--- src/rtl/ttx_req_pkg.sv ---
package ttx_req_pkg;

  localparam int CODE_W     = 9;
  localparam int HS_W       = 8;
  localparam int DLY_W      = 4;
  localparam int KILL_N     = 16;
  localparam int KILL_FIRST = 5;
  localparam int DLY_MIN    = 2;

  // typical power-on settings per line standard
  localparam logic [HS_W-1:0]   HS_DEF_625    = 8'h42;
  localparam logic [HS_W-1:0]   HS_DEF_525    = 8'h54;
  localparam logic [CODE_W-1:0] ODD_FIRST_625 = 9'h005;
  localparam logic [CODE_W-1:0] ODD_FIRST_525 = 9'h006;
  localparam logic [CODE_W-1:0] EVN_FIRST_625 = 9'h004;
  localparam logic [CODE_W-1:0] EVN_FIRST_525 = 9'h005;
  localparam logic [CODE_W-1:0] LAST_625      = 9'h016;
  localparam logic [CODE_W-1:0] LAST_525      = 9'h010;

  typedef struct packed {
    logic [CODE_W-1:0] first_code;
    logic [CODE_W-1:0] last_code;
  } field_codes_t;

  function automatic logic [2:0] first_bias(input logic std_525);
    return std_525 ? 3'd4 : 3'd1;
  endfunction

  function automatic logic [2:0] last_bias(input logic std_525);
    return std_525 ? 3'd3 : 3'd0;
  endfunction

endpackage

--- src/rtl/ttx_rst_sync.sv ---
module ttx_rst_sync (
  input  logic clk,
  input  logic rst_n,
  output logic rst_sync_n
);

  logic stage0_q;
  logic stage1_q;

  always_ff @(posedge clk or negedge rst_n) begin
    if (!rst_n) begin
      stage0_q <= 1'b0;
      stage1_q <= 1'b0;
    end else begin
      stage0_q <= 1'b1;
      stage1_q <= stage0_q;
    end
  end

  assign rst_sync_n = stage1_q;

endmodule

--- src/rtl/ttx_line_win.sv ---
module ttx_line_win
  import ttx_req_pkg::*;
#(
  parameter int LINE_W = 10
) (
  input  logic [LINE_W-1:0] line_cnt,
  input  logic              std_525,
  input  field_codes_t      codes,
  output logic              in_win
);

  localparam int CMP_W = ((LINE_W > CODE_W) ? LINE_W : CODE_W) + 1;

  logic [CMP_W-1:0] line_ext;
  logic [CMP_W-1:0] lo_line;
  logic [CMP_W-1:0] hi_line;

  always_comb begin
    line_ext = CMP_W'(line_cnt);
    lo_line  = CMP_W'(codes.first_code) + CMP_W'(first_bias(std_525));
    hi_line  = CMP_W'(codes.last_code)  + CMP_W'(last_bias(std_525));
    in_win   = (line_ext >= lo_line) && (line_ext <= hi_line);
  end

endmodule

--- src/rtl/ttx_line_kill.sv ---
module ttx_line_kill #(
  parameter int LINE_W     = 10,
  parameter int KILL_FIRST = 5,
  parameter int KILL_N     = 16
) (
  input  logic [LINE_W-1:0] line_cnt,
  input  logic [KILL_N-1:0] kill_mask,
  output logic              killed
);

  localparam int IDX_W = $clog2(KILL_N);
  localparam int CW    = LINE_W + 1;

  logic [CW-1:0]    offset;
  logic             in_range;
  logic [IDX_W-1:0] idx;

  always_comb begin
    offset   = CW'(line_cnt) - CW'(KILL_FIRST);
    in_range = (CW'(line_cnt) >= CW'(KILL_FIRST)) && (offset < CW'(KILL_N));
    idx      = offset[IDX_W-1:0];
    killed   = in_range && kill_mask[idx];
  end

endmodule

--- src/rtl/ttx_hgate.sv ---
module ttx_hgate #(
  parameter int PIX_W   = 11,
  parameter int HS_W    = 8,
  parameter int REQ_LEN = 360
) (
  input  logic [PIX_W-1:0] pix_cnt,
  input  logic [HS_W-1:0]  hstart,
  output logic             in_hwin
);

  localparam int BASE_W = (PIX_W > HS_W) ? PIX_W : HS_W;
  localparam int SUM_W  = BASE_W + $clog2(REQ_LEN + 1) + 1;

  logic [SUM_W-1:0] pix_ext;
  logic [SUM_W-1:0] win_lo;
  logic [SUM_W-1:0] win_hi;

  always_comb begin
    pix_ext = SUM_W'(pix_cnt);
    win_lo  = SUM_W'(hstart);
    win_hi  = SUM_W'(hstart) + SUM_W'(REQ_LEN);
    in_hwin = (pix_ext >= win_lo) && (pix_ext < win_hi);
  end

endmodule

--- src/rtl/ttx_data_strobe.sv ---
module ttx_data_strobe #(
  parameter int DLY_W   = 4,
  parameter int DLY_MIN = 2
) (
  input  logic             clk,
  input  logic             rst_n,
  input  logic             load,
  input  logic [DLY_W-1:0] dly,
  output logic             strobe
);

  logic [DLY_W-1:0] cnt_q;
  logic [DLY_W-1:0] cnt_d;
  logic             cnt_en;
  logic [DLY_W-1:0] dly_eff;
  logic             stb_q;
  logic             stb_d;

  always_comb begin
    dly_eff = (dly < DLY_W'(DLY_MIN)) ? DLY_W'(DLY_MIN) : dly;
    cnt_en  = load || (cnt_q != '0);
    if (load) begin
      cnt_d = dly_eff;
    end else begin
      cnt_d = cnt_q - 1'b1;
    end
    stb_d = (cnt_q == DLY_W'(1));
  end

  always_ff @(posedge clk or negedge rst_n) begin
    if (!rst_n) begin
      cnt_q <= '0;
    end else if (cnt_en) begin
      cnt_q <= cnt_d;
    end
  end

  always_ff @(posedge clk or negedge rst_n) begin
    if (!rst_n) begin
      stb_q <= 1'b0;
    end else begin
      stb_q <= stb_d;
    end
  end

  assign strobe = stb_q;

endmodule

--- src/rtl/ttx_req_gen.sv ---
module ttx_req_gen
  import ttx_req_pkg::*;
#(
  parameter int PIX_W   = 11,
  parameter int LINE_W  = 10,
  parameter int REQ_LEN = 360
) (
  input  logic              clk,
  input  logic              rst_n,
  input  logic [PIX_W-1:0]  pix_cnt,
  input  logic [LINE_W-1:0] line_cnt,
  input  logic              field_even,
  input  logic              ttx_en,
  input  logic              std_525,
  input  logic [7:0]        hstart,
  input  logic [3:0]        data_dly,
  input  logic [8:0]        odd_first,
  input  logic [8:0]        odd_last,
  input  logic [8:0]        even_first,
  input  logic [8:0]        even_last,
  input  logic [15:0]       line_kill,
  output logic              req_o,
  output logic              data_vld_o
);

  localparam int NFIELD = 2;

  logic         rst_sync_n;
  field_codes_t codes [NFIELD];
  logic [NFIELD-1:0] win_hit;
  logic         line_ok;
  logic         killed;
  logic         in_hwin;
  logic         req_d;
  logic         req_q;
  logic         req_rise;

  ttx_rst_sync u_rst (
    .clk        (clk),
    .rst_n      (rst_n),
    .rst_sync_n (rst_sync_n)
  );

  assign codes[0] = '{first_code: odd_first,  last_code: odd_last};
  assign codes[1] = '{first_code: even_first, last_code: even_last};

  for (genvar gf = 0; gf < NFIELD; gf++) begin : g_field
    ttx_line_win #(.LINE_W(LINE_W)) u_win (
      .line_cnt (line_cnt),
      .std_525  (std_525),
      .codes    (codes[gf]),
      .in_win   (win_hit[gf])
    );
  end

  ttx_line_kill #(
    .LINE_W     (LINE_W),
    .KILL_FIRST (KILL_FIRST),
    .KILL_N     (KILL_N)
  ) u_kill (
    .line_cnt  (line_cnt),
    .kill_mask (line_kill),
    .killed    (killed)
  );

  ttx_hgate #(
    .PIX_W   (PIX_W),
    .HS_W    (HS_W),
    .REQ_LEN (REQ_LEN)
  ) u_hgate (
    .pix_cnt (pix_cnt),
    .hstart  (hstart),
    .in_hwin (in_hwin)
  );

  always_comb begin
    line_ok  = field_even ? win_hit[1] : win_hit[0];
    req_d    = ttx_en && line_ok && !killed && in_hwin;
    req_rise = req_d && !req_q;
  end

  always_ff @(posedge clk or negedge rst_sync_n) begin
    if (!rst_sync_n) begin
      req_q <= 1'b0;
    end else begin
      req_q <= req_d;
    end
  end

  ttx_data_strobe #(
    .DLY_W   (DLY_W),
    .DLY_MIN (DLY_MIN)
  ) u_stb (
    .clk    (clk),
    .rst_n  (rst_sync_n),
    .load   (req_rise),
    .dly    (data_dly),
    .strobe (data_vld_o)
  );

  assign req_o = req_q;

endmodule

--- config.mk ---
export PLATFORM = sky130hd
export DESIGN_NAME = ttx_req_gen
export DESIGN_NICKNAME = d
export VERILOG_FILES = /design/src/rtl/ttx_req_pkg.sv /design/src/rtl/ttx_rst_sync.sv /design/src/rtl/ttx_line_win.sv /design/src/rtl/ttx_line_kill.sv /design/src/rtl/ttx_hgate.sv /design/src/rtl/ttx_data_strobe.sv /design/src/rtl/ttx_req_gen.sv
export SDC_FILE = /design/constraint.sdc
export NUM_CORES = 1
export LEC_CHECK = 0
export ABC_AREA = 0
export BUFFER_PORTS_ARGS = -buffer_cell sky130_fd_sc_hd__buf_4
export CAP_MARGIN = 20
export CORE_UTILIZATION = 26
export CTS_BUF_LIST = sky130_fd_sc_hd__clkbuf_16
export CTS_CLUSTER_DIAMETER = 30
export DETAILED_ROUTE_END_ITERATION = 8
export GPL_ROUTABILITY_DRIVEN = 0
export PLACE_DENSITY = 0.47
export SYNTH_ARGS = -nofsm -noshare
export SYNTH_HDL_FRONTEND = slang
export SYNTH_SLANG_ARGS = --single-unit
--- constraint.sdc ---
create_clock -name clk -period 0.8 [get_ports clk]
set_input_delay 0.16 -clock clk [delete_from_list [all_inputs] [get_ports clk]]
set_output_delay 0.16 -clock clk [all_outputs]
set_load 0.1 [all_outputs]
# ---- Word level (Yosys, flattened, before mapping)
# Index checks and enable logic that the tools add are counted.
dict set report word_totals {
  romBits 0
  latchBits 0
  output_inout_bits 2
  register_bits 8
  inputBits 90
  mem_count 0
  wordCells 43
  ramBits 0
}
dict set report op_classes {
  n_eq_ne 1
  muxes 7
  shift 0
  bitwise_logic 0
  n_mul 0
  addsub 7
  n_reduce_logical 13
  n_lt_le_gt_ge 10
  div_mod_pow 0
}
# cell n
set ops {}
lappend ops {{adder 9 x 3 -> 10 bit} 4}
lappend ops {{greater-or-equal comparator 10 x 11 -> 1 bit} 2}
lappend ops {{less-or-equal comparator 10 x 11 -> 1 bit} 2}
lappend ops {{< comparator 11 x 21 -> 1 bit} 1}
lappend ops {{greater-or-equal comparator 11 x 8 -> 1 bit} 1}
lappend ops {{< comparator 11 x 5 -> 1 bit, second input constant} 1}
lappend ops {{subtractor 10 x 3 -> 11 bit, second input constant} 1}
lappend ops {{adder 8 x 9 -> 10 bit, second input constant} 1}
lappend ops {{greater-or-equal comparator 10 x 3 -> 1 bit, second input constant} 1}
lappend ops {{logical AND 1 bit} 9}
lappend ops {{2-to-1 mux 4 bit} 2}
lappend ops {{< comparator 4 x 5 -> 1 bit, second input constant} 1}
lappend ops {{binary-select mux 1 bit (select 4 bit)} 1}
lappend ops {{equality test 4 x 1 -> 1 bit, second input constant} 1}
lappend ops {{< comparator 4 x 2 -> 1 bit, second input constant} 1}
lappend ops {{nonzero test 4 bit} 1}
lappend ops {{subtractor 4 x 1 -> 4 bit, second input constant} 1}
lappend ops {{2-to-1 mux 3 bit} 1}
lappend ops {{zero test 1 bit} 2}
lappend ops {{2-to-1 mux 1 bit} 2}
lappend ops {{2-to-1 mux 2 bit} 1}
lappend ops {{logical OR 1 bit} 1}

# ---- Depth between registers and ports, before layout
dict set report depth {
  ltp_word 10
  ltp_mapped 14
  depth_no_buf 14
}

# ---- By module
# From an unflattened synthesis, not the netlist that was laid out.
dict set report hier_totals {
  hier_cells 307
  hier_area_um2 2645.0
}
# mod cells_each area_each_um2 seq_area_each_um2 n_inst
set modules_own_cells {}
lappend modules_own_cells {{ttx_line_win (g_field[0].u_win)} 97 787.0 0.0 1}
lappend modules_own_cells {{ttx_line_win (g_field[1].u_win)} 98 773.2 0.0 1}
lappend modules_own_cells {ttx_hgate 56 440.4 0.0 1}
lappend modules_own_cells {ttx_data_strobe 26 292.8 125.1 1}
lappend modules_own_cells {ttx_line_kill 22 241.5 0.0 1}
lappend modules_own_cells {ttx_req_gen 5 56.3 25.0 1}
lappend modules_own_cells {ttx_rst_sync 3 53.8 50.0 1}

# ---- Worst setup path before layout
# OpenSTA, ideal clock, no wires.
dict set report synth_timing {
  kind {input -> register}
  startpoint {in std_525}
  endpoint {reg u_stb.cnt_q[2]}
  path_slack_ns -2.238
  arrival_time_ns 2.914
  stages 12
  n_path_buf 0
  path_cell_list {ha_1 inv_1 fa_1 nor2_1 xnor2_1 ha_1 a21o_1 a21o_1 a2111oi_0 o22ai_1 nor4_4 mux2_2}
}
dict set report synth_between {
  elab_chain_len 10
  elab_cells_between_ends 19
}
# item line
set synth_rtl {}
lappend synth_rtl {{start: declaration} ttx_req_gen.sv:14} ;# input logic std_525,
lappend synth_rtl {{2-to-1 mux 3 bit or 2-to-1 mux 2 bit (tied branches)} {ttx_req_pkg.sv:26, ttx_req_pkg.sv:30}}
lappend synth_rtl {{adder 9 x 3 -> 10 bit (on tied branches)} {ttx_line_win.sv:20, ttx_line_win.sv:21}}
lappend synth_rtl {{greater-or-equal comparator 10 x 11 -> 1 bit or less-or-equal comparator 10 x 11 -> 1 bit (tied branches)} ttx_line_win.sv:22} ;# in_win = (line_ext >= lo_line) && (line_ext <= hi_line);
lappend synth_rtl {{logical AND 1 bit} ttx_line_win.sv:22}
lappend synth_rtl {{2-to-1 mux 1 bit (*)} ttx_req_gen.sv:77} ;# line_ok = field_even ? win_hit[1] : win_hit[0];
lappend synth_rtl {{logical AND 1 bit (*) (3 in a row)} ttx_req_gen.sv:78} ;# req_d = ttx_en && line_ok && !killed && in_hwin;
lappend synth_rtl {{logical AND 1 bit (*)} ttx_req_gen.sv:79} ;# req_rise = req_d && !req_q;
lappend synth_rtl {{2-to-1 mux 4 bit or logical OR 1 bit (tied branches)} {ttx_data_strobe.sv:22, ttx_data_strobe.sv:21}}
lappend synth_rtl {{end signal: assignment} ttx_data_strobe.sv:34} ;# cnt_q <= cnt_d;
lappend synth_rtl {{end: declaration} ttx_data_strobe.sv:12} ;# logic [DLY_W-1:0] cnt_q;
# Mark *: on every way between the ends. The rest lies on a longest branch, timed or not.
# A chain may end at the register's enable or synchronous reset.

# ---- Worst setup path in the final report
dict set report layout_timing {
  startpoint {in std_525}
  endpoint {reg u_stb.cnt_q[3]}
}
# The elaborated chain is that of the path after synthesis.

==> results.yml <==
drt:
  drtAntennaViolNets: 0
  initialDrtViolationCount: 67
  drt_wirelength_um: 8120
  drt-pass1-iter-count: 4
  vias_per_cell: 4.66
  wl_per_cell_um: 13.2
  drt_drc_violations_left: 0
  via_count: 2874
worst_setup_path:
  critical_path_required_ns: 0.91
  worstPathCellList: "buf_12 > buf_4 > ha_4 > inv_2 > fa_2 > nor2_4 > xnor2_1 > ha_1 > a21o_1 > a21o_1 > a2111oi_4 > o22ai_4 > nor4_4 > mux2_4"
  critical_path.max_fanout: 6
  max_stage_delay_ns: 0.41
  endpoint_of_the_worst_register_to_register_path: "u_stb.cnt_q[1]"
  worst-r2r-setup-slack_ns: -0.61
  crit_path_start: "std_525"
  worst-r2r-cell-count: 8
  cpMostUsedCell: "a21o_1"
  r2r_start: "u_stb.cnt_q[0]"
  cp.arrival_ns: 3.07
  critical_path.endpoint: "u_stb.cnt_q[3]"
  cp_startpoint_kind: "input pin"
  worst_setup_path_end_kind: "register"
  path_class: "input pin to register"
  critical_path_top_delay_cell: "fa_2"
flow_run:
  drv_cap: 0
die:
  initial_core_utilization_pct: 26.8
  num_io_pins: 92
  chipHeight_um: 102
  design.die.area_um2: 10400
  row_count: 36
  width_of_the_die_um: 102
  fp.coreArea_um2: 9730
power_and_ir_drop:
  leakage_nw: 2.19
  total_power_w: 0.00481
  power_density_nw_per_um2: 1080
  vdd_ir_drop_max_mv: 1.53
final_layout:
  multiInputGateArea_um2: 2520
  antenna_cells_inserted: 0
  final_layout_size_suffix_gt1_share_pct: 45.5
  final-seq-area_um2: 205
  layout_commonest_cell: "buf_4"
  fillerInstances: 997
  synthToLayoutAreaGrowth_pct: 71.1
  finalNetCount: 647
  final_cell_mix: "169 x buf_4, 61 x ha_1, 24 x inv_1"
synth:
  synthesis.yosys.warnings: 0
  syn-mean-instance-area_um2: 8.57
  ys_seq_elements: 8
  synth-compound-area-share_pct: 16.6
  synth_xor_area_share_pct: 10.8
  dominant_combinational_cell_family_by_area_after_synthesis: "adder cells"
  synth.area.mux_share_pct: 6.82
  netlist_top_cells_area: "ha_1 34%, dfrtp_1 7.7%, xor2_1 6.0%"
  syn-num-nets: 466
  number_of_enable_flip_flop_cells_after_synthesis: 0
  asyncSetResetFlopFracSynth_pct: 100
  postSynthCellCount: 304
  synthSimpleGateAreaFrac_pct: 18.7
  yosysTopAreaCellShare_pct: 33.6
  dominantRegCellSynth: "dfrtp_1"
  synth_area_leader_cell: "ha_1"
  yosysSeqAreaShare_pct: 7.68
  syn_area_um2: 2610
  synth-adder-area-share_pct: 35.1
  synth_cell_types: 51
clocking:
  clkTransAtPathRegs_ns: 0.04
  numCtsBuffers: 3
  number_of_sinks_handled_by_clock_tree_synthesis: 8
  cts_tree: "done"
  cts_max_path_buffers: 2
  clock_latency_ns: 0.23
  htree_levels: 1
  root_buffer: "clkbuf_16"
sta:
  hold-worst-slack_ns: 0.0928
  final.setup_skew_ns: 0.00504
  rsz0062_at_grt: "true"
  maxSlewViolCount: 0
  clock.fmax_mhz: 339
  finalWorstPathRequiredPeriod_ns: 2.95
  timing.setup.tns_ns: -10.83
  finalHoldViolations: 0
  timing.final.setup_violations: 8
  tightestPinTransition_ns: 0.598
  slew_headroom_pct: 59.5
  final_min_period_over_clock_period_pct: 369
  post-route-worst-setup-slack_ns: -2.15
outcome:
  run_status: "finished, violations left"
  failing_checks: "setup timing"
grt:
  grt-ovfl-total: 0
  antenna_found_initial: 0
  grt_pass1_vias: 3063
  grt_util_all_layers_pct: 16.1
  grt_start_max_net_pins: 7
  global_route_wire_length_before_repair_um: 13300
worst_hold_path:
  timing.hold.worst.class: "register to asynchronous set/reset pin"
place:
  port-buffer-count: 91
  detailedPlacementHpwl_um: 7080
  place_ws_ns: -2.36
==> power breakdown <==
group / switching, W / internal [W] / leakage [nW]
Sequential: 0.000122 / 0.000555 / 0.0953
Combinational: 0.00146 / 0.00183 / 2.05
Clock: 0.000191 / 0.000650 / 0.0423
Total: 0.00178 / 0.00303 / 2.19
==> critical path: cells and delay by family <==
family	cells	cell delay, ns
compound gates	4	0.84
buf+inv	3	0.25
fa+ha+maj	3	0.81
simple gates	2	0.54
mux	1	0.33
xor+xnor	1	0.14
==> cells by family (layout without fill, tap and decap cells) <==
kind of cell / Yosys count / after routing
adders and majority gates: 72 / 72
and+or+nand+nor: 87 / 87
muxes: 11 / 11
xor gates and xnor gates: 32 / 32
DFF: 8 / 8
buffers and inverters: 27 / 207
AOI/OAI and AO/OA: 66 / 66
other: 1 / 1
==> how the worst min path moves through the flow <==
| stage | start | to | slack [ns] | cells past startpoint |
|---|---|---|---|---|
| 4_1_cts | u_rst.rst_sync_n | u_stb.cnt_q[3] | 0.10 | 0 |
| 3_3_place_gp | rst_n | u_rst.stage0_q | -0.06 | 1 |
| 3_5_place_dp | rst_n | u_rst.stage0_q | -0.06 | 1 |
| 2_1_floorplan | rst_n | u_rst.rst_sync_n | -0.14 | 0 |
| 6_report | u_rst.rst_sync_n | u_stb.cnt_q[3] | 0.09 | 0 |
| 5_1_grt | u_rst.rst_sync_n | u_stb.cnt_q[2] | 0.12 | 0 |
==> through the flow <==
| step | utilization (%) | instance area [um2] | instances |
|---|---|---|---|
| finish | 45.8 | 4460 | 617 |
| global route | 45.8 | 4460 | 617 |
| CTS | 45.0 | 4380 | 614 |
| detailed placement | 42.4 | 4120 | 607 |
| global placement | 42.4 | 4120 | 607 |
| floorplan | - | 2680 | 304 |
==> cell type report <==
cell class | count | share of cell area [%]
multi-input combinational | 269 | 56.6
timing repair buffer | 177 | 31.0
sequential | 8 | 4.60
tap | 133 | 3.73
inverter | 26 | 2.27
clock buffer | 3 | 1.68
clock inverter | 1 | 0.0842
==> per-layer routing <==
layer / vias to the layer above / share of wire [%] / global-route usage (%)
met2: 70 / 48 / 29.7
met5: - / 0 / 0
met3: 4 / 5.7 / 2.60
li1: 1497 / - / -
met4: 0 / 0.78 / 1.65
met1: 1303 / 46 / 20.1
==> registers in the layout, summed over array words and instances (netlist names) <==
name,count
u_rst.rst_sync_n,1
req_o,1
u_rst.stage0_q,1
u_stb.cnt_q,4
u_stb.strobe,1
==> what timing repair did <==
item / 4_1_cts / 5_1_grt
gates resized for setup: 31 / 10
pin swaps: 16 / 17
hold buffers: 1 / 0
endpoints found under the setup margin: 8 / 8
hold endpoints to repair: 2 / 0
buffers inserted: 2 / 3
==> cell usage after synthesis, types with 2 or more instances <==
library cell   n
o2111ai_1      2
nand3b_1       3
nand2b_1       2
nand2_1       19
nor2_1        10
mux4_1         4
fa_1           2
xor2_1        18
xnor2_1       14
o31ai_1        2
ha_1          70
a21oi_1       21
dfrtp_1        8
nor2b_1        5
and3_1         8
nor3_1         3
nand3_1       17
mux2_2         2
nand4_1        4
and3b_1        2
o22ai_1        2
a211oi_1       7
o211ai_1       3
a21o_1         7
nor3b_1        2
o21ai_0       10
inv_1         26
and2b_2        2
o21a_1         2
nor4_1         2
mux2i_1        5
Note: power is estimated with default switching activity, not from simulation.
